[src/rtl/store_guard.sv]
module store_guard #(
  parameter int ADDR_W     = 64,
  parameter int PAGE_BYTES = 4096,
  parameter int LOW_BYTES  = 512
) (
  input  logic              clk,
  input  logic              rst_n,
  input  logic              req_valid,
  input  logic              req_store,
  input  logic [ADDR_W-1:0] eff_addr,
  input  logic              ar_mode,
  input  logic              translated,
  input  logic              seg_prot,
  input  logic              pte_prot,
  input  logic              ale_fetch_only,
  input  logic              lap_enable,
  input  logic              intr_seq,
  input  logic              asce_unavail,
  output logic              resp_valid,
  output logic              prot_exc,
  output logic [1:0]        exc_cause,
  output logic              suppress
);
  localparam int PAGE_LSB = $clog2(PAGE_BYTES);
  localparam int LOW_LSB  = $clog2(LOW_BYTES);
  localparam logic [1:0] CAUSE_NONE = 2'b00;
  localparam logic [1:0] CAUSE_LOW  = 2'b01;
  localparam logic [1:0] CAUSE_PAGE = 2'b10;
  localparam logic [1:0] CAUSE_ALE  = 2'b11;

  // Address lies in the first LOW_BYTES of page 0 or page 1
  wire in_band   = (eff_addr[PAGE_LSB-1:LOW_LSB] == '0);
  wire low_pages = (eff_addr[ADDR_W-1:PAGE_LSB+1] == '0);
  wire in_fence  = in_band & low_pages;

  wire is_store  = req_valid & req_store;
  wire ale_hit   = is_store & ar_mode & ale_fetch_only;
  wire page_hit  = is_store & translated & (seg_prot | pte_prot);
  wire low_hit   = is_store & lap_enable & in_fence & ~intr_seq & ~asce_unavail;

  logic [1:0] cause_d;
  always_comb begin
    if (ale_hit)       cause_d = CAUSE_ALE;
    else if (page_hit) cause_d = CAUSE_PAGE;
    else if (low_hit)  cause_d = CAUSE_LOW;
    else               cause_d = CAUSE_NONE;
  end

  always_ff @(posedge clk) begin
    if (!rst_n) begin
      resp_valid <= 1'b0;
      exc_cause  <= CAUSE_NONE;
    end else begin
      resp_valid <= req_valid;
      exc_cause  <= cause_d;
    end
  end

  assign prot_exc = (exc_cause != CAUSE_NONE);
  assign suppress = prot_exc;

  assert_latency_R2: assert property (@(posedge clk) disable iff (!rst_n)
    req_valid |=> resp_valid);
  assert_idle_quiet_R2: assert property (@(posedge clk) disable iff (!rst_n)
    !req_valid |=> (!resp_valid && !prot_exc));
  assert_fetch_clean_R3: assert property (@(posedge clk) disable iff (!rst_n)
    (req_valid && !req_store) |=> !prot_exc);
  assert_ale_top_R4: assert property (@(posedge clk) disable iff (!rst_n)
    (req_valid && req_store && ar_mode && ale_fetch_only) |=> (exc_cause == 2'b11));
  assert_real_no_page_R5: assert property (@(posedge clk) disable iff (!rst_n)
    (req_valid && !translated) |=> (exc_cause != 2'b10));
  assert_lap_off_R7: assert property (@(posedge clk) disable iff (!rst_n)
    (req_valid && !lap_enable) |=> (exc_cause != 2'b01));
  assert_intr_exempt_R8: assert property (@(posedge clk) disable iff (!rst_n)
    (req_valid && intr_seq) |=> (exc_cause != 2'b01));
  assert_asce_exempt_R9: assert property (@(posedge clk) disable iff (!rst_n)
    (req_valid && asce_unavail) |=> (exc_cause != 2'b01));
  assert_suppress_R11: assert property (@(posedge clk) disable iff (!rst_n)
    prot_exc |-> (suppress && resp_valid));
endmodule

[config.mk]
export PLATFORM = sky130hd
export DESIGN_NAME = store_guard
export DESIGN_NICKNAME = d
export VERILOG_FILES = /design/src/rtl/store_guard.sv
export SDC_FILE = /design/constraint.sdc
export NUM_CORES = 1
export LEC_CHECK = 0
export ABC_AREA = 0
export ABC_CLOCK_PERIOD_IN_PS = 1400
export BUFFER_PORTS_ARGS = -buffer_cell sky130_fd_sc_hd__buf_2
export CAP_MARGIN = 15
export CORE_MARGIN = 2
export CORE_UTILIZATION = 18
export DETAILED_ROUTE_END_ITERATION = 8
export PLACE_DENSITY_LB_ADDON = 0.25
export SLEW_MARGIN = 5
export SYNTH_ARGS = -nofsm -noshare
export SYNTH_HDL_FRONTEND = slang
export SYNTH_SLANG_ARGS = --single-unit
[constraint.sdc]
create_clock -name clk -period 1.4 [get_ports clk]
set_input_delay 0.14 -clock clk [delete_from_list [all_inputs] [get_ports clk]]
set_output_delay 0.14 -clock clk [all_outputs]
set_load 0.05 [all_outputs]
==> summary.md <==
| Metric | Value |
|---|---|
| Status | completed |
| Total clock sinks | 3 |
| Die Width | 42.66 um |
| Final Hold Violating Endpoints | 0 |
| Fin Setup TNS | 0 ns |
| XOR/XNOR share of the synthesized area | 0 |
| Fraction of registers with async set/reset | 0 |
| Pins Over Slew Limit | 0 |
| Routability cong. | about 0.7 |
| Simple-gate share of the synthesized area | 0.6372 |
| CTS max path bufs | 2 |
| Placed inst area | 630.6 um2 |
| Clock transition at path regs | 0.04 ns |
| Post-synthesis adder-cell area fraction | 0 |
| Final period utilization | 0.8341 |
| Hold/Removal Path Class | in2reg |
| Remaining DRCs | 0 |
| Post_cts resized | 0 |
| Cell Rows | 13 |
| Synth Area in Compound Gates | 0.09767 |
| Vias post-DR | 543 |
| Die ar. | 1820 um2 |
| Post-Syn Area per Cell | roughly 8.4 um2 |
| Most common cell in the netlist | nor4_1 |
| Fin nets | around 180 |
| Power Dens Cells | 578.5 nW/um2 |
| Critical Path Sink | prot_exc |
| GRT Total Usage | 0.1447 |
| Grt ovf | 0 |
| Fillcell total | roughly 150 |
| Synth warn | 0 |
| Mux cell area share after synthesis | 0 |
| Layout Area Growth over Synthesis | 144.2% |
| Post-CTS setup buffer count | 0 |
| RSZ-0062 raised after global routing | false |
| Max-cap violations | 0 |
| Post-synthesis sequential area ratio | 0.2233 |
| Iteration-0 DRC count of the detailed router | 3 |
| Yosys top cell by area | nor4_1 |
| CTS Buf Count | 3 |
| # setup viols final | 0 |
| PortBufs | 70 |
| Syn Nets | ~110 |
| Slew headroom | 0.7892 |
| Boundary Pins | around 80 |
| First-pass GRT wire length | just over 2000 um |
| Worst Path Max Fanout | 2 |
| Drt wl/cell | ~10 um |
| H-Tree Depth | 1 |
| Worst-margin pin slew | 0.3133 ns |
| WS Path Type | reg2out |
| Hold bufs inserted after CTS | 0 |
| Post-synthesis cell area | around 270 um2 |
| Total Wirelength | 1248 um |
| Antenna violations before repair | 0 |
| Main combinational cell family by area after synthesis | simple AND/OR/NAND/NOR gates |
| Root Driver | clkbuf_4 |
| Vias in the first global route | roughly 500 |
| F_max | roughly 860 MHz |
| Primary FF master, synth | dfxtp_1 |
| Number of library cell types mapped by synthesis | 15 |
| Crit. Startpoint | exc_cause[1]$_SDFF_PN0_ |
| Worst endpoint required time | between 1 and 1.5 ns |
| Cells after Synth | 32 |
| Proportion of layout cells with a drive suffix above 1 | 0.7524 |
| Detailed Routing Iterations Pass 1 | 3 |
| Crit-path max cell delay | roughly 0.29 ns |
| Fin crit period | 1.168 ns |
| CP arrival | 1.03 ns |
| Die Height | approximately 43 um |
| Top cells by count, synth | nor4_1, nand4_1, dfxtp_1, nor4_2, nand3_1 |
| Post-synth EDFFs | 0 |
| Worst setup SP type | register |
| CTS tree | done |
| Slowest CP cell | dfxtp_1 |
| Leak | around 0.35 nW |
| Finished Cell Area | between 600 and 700 um2 |
| DRT antenna net count | 0 |
| Main area contributors after synthesis | nor4_1, dfxtp_1, nor4_2 |
| Core area | approximately 1400 um2 |
| Largest net degree at the start of global routing | 5 |
| Worst-path cell chain | or2_2, buf_2 |
| Initial core utilization | 0.1993 |
| Area of the multi-input gates | 197.7 um2 |
| Final antenna diode count | 0 |
| FF+latch count, synth | 3 |
| Max VDD drop | about 0.22 mV |
| FF+latch area | about 60 um2 |
| Worst setup EP type | output pin |
| DR vias/cell | ~4.5 |
| Share of the synthesized area in the top cell type | 0.2326 |
registers in the layout, indices dropped and copies added, names as in the netlist:
register    cells
exc_cause       2
resp_valid      1
worst min-delay path by stage:
stage	cells past startpoint	slack, ns	to	startpoint
3_5_place_dp	2	0.40	resp_valid$_SDFF_PN0_	rst_n
3_3_place_gp	2	0.40	resp_valid$_SDFF_PN0_	rst_n
5_1_grt	2	0.17	resp_valid$_SDFF_PN0_	rst_n
2_1_floorplan	1	0.26	resp_valid$_SDFF_PN0_	req_valid
4_1_cts	2	0.17	resp_valid$_SDFF_PN0_	rst_n
6_report	2	0.17	resp_valid$_SDFF_PN0_	rst_n
power by group:
part | switching, mW | internal [mW]
combinational | 0.0594 | 0.0772
clock | 0.0466 | 0.107
sequential | 0.000850 | 0.0890
total | 0.107 | 0.273
layout make-up:
cell class / count / area share
timing repair buffer: 70 / 0.5333
multi-input combinational: 27 / 0.3010
inverter: 1 / 0.005714
tap: 15 / 0.02857
clock buffer: 4 / 0.04000
sequential: 3 / 0.09143
routing by layer:
| metal | share of wire | GRT usage | up-vias |
|---|---|---|---|
| met5 | 0 | 0 | - |
| met4 | 0 | 0.01875 | 0 |
| met3 | 0.095 | 0.05957 | 0 |
| met2 | 0.55 | 0.2485 | 33 |
| met1 | 0.36 | 0.1709 | 225 |
| li1 | - | - | 285 |
metrics by stage:
stage / hold slack [ns] / std cells / total power, mW / util / setup WS, ns
2_1_floorplan: 0.2617 / 32 / 0.1310 / - / 0.03148
3_3_place_gp: 0.3967 / 116 / 0.2258 / 0.4671 / 0.01862
3_5_place_dp: 0.3965 / 116 / 0.2284 / 0.4671 / 0.04204
4_1_cts: 0.1662 / 120 / 0.3914 / 0.4866 / 0.2184
5_1_grt: 0.1705 / 120 / 0.4149 / 0.4866 / 0.1873
6_report: 0.1739 / 120 / 0.3800 / 0.4866 / 0.2322
cells in the final DEF, fill, tap and decap left out, types with 2 or more instances in the layout:
cell type and count:
nor4_2 3, clkbuf_4 3, buf_2 70, nand3_1 2
nand4_1 4, dfxtp_1 3, nor4_1 10
critical path, delay by kind of cell (launching register included):
kind          cells  cell delay [ns]
buf+inv           1             0.21
flops             1             0.29
simple gates      1             0.29
kinds of logic after synthesis:
| family | Yosys count |
|---|---|
| compound gates | 3 |
| buf+inv | 2 |
| flops | 3 |
| simple gates | 24 |
No activity file was read; power rests on OpenSTA's default activity.
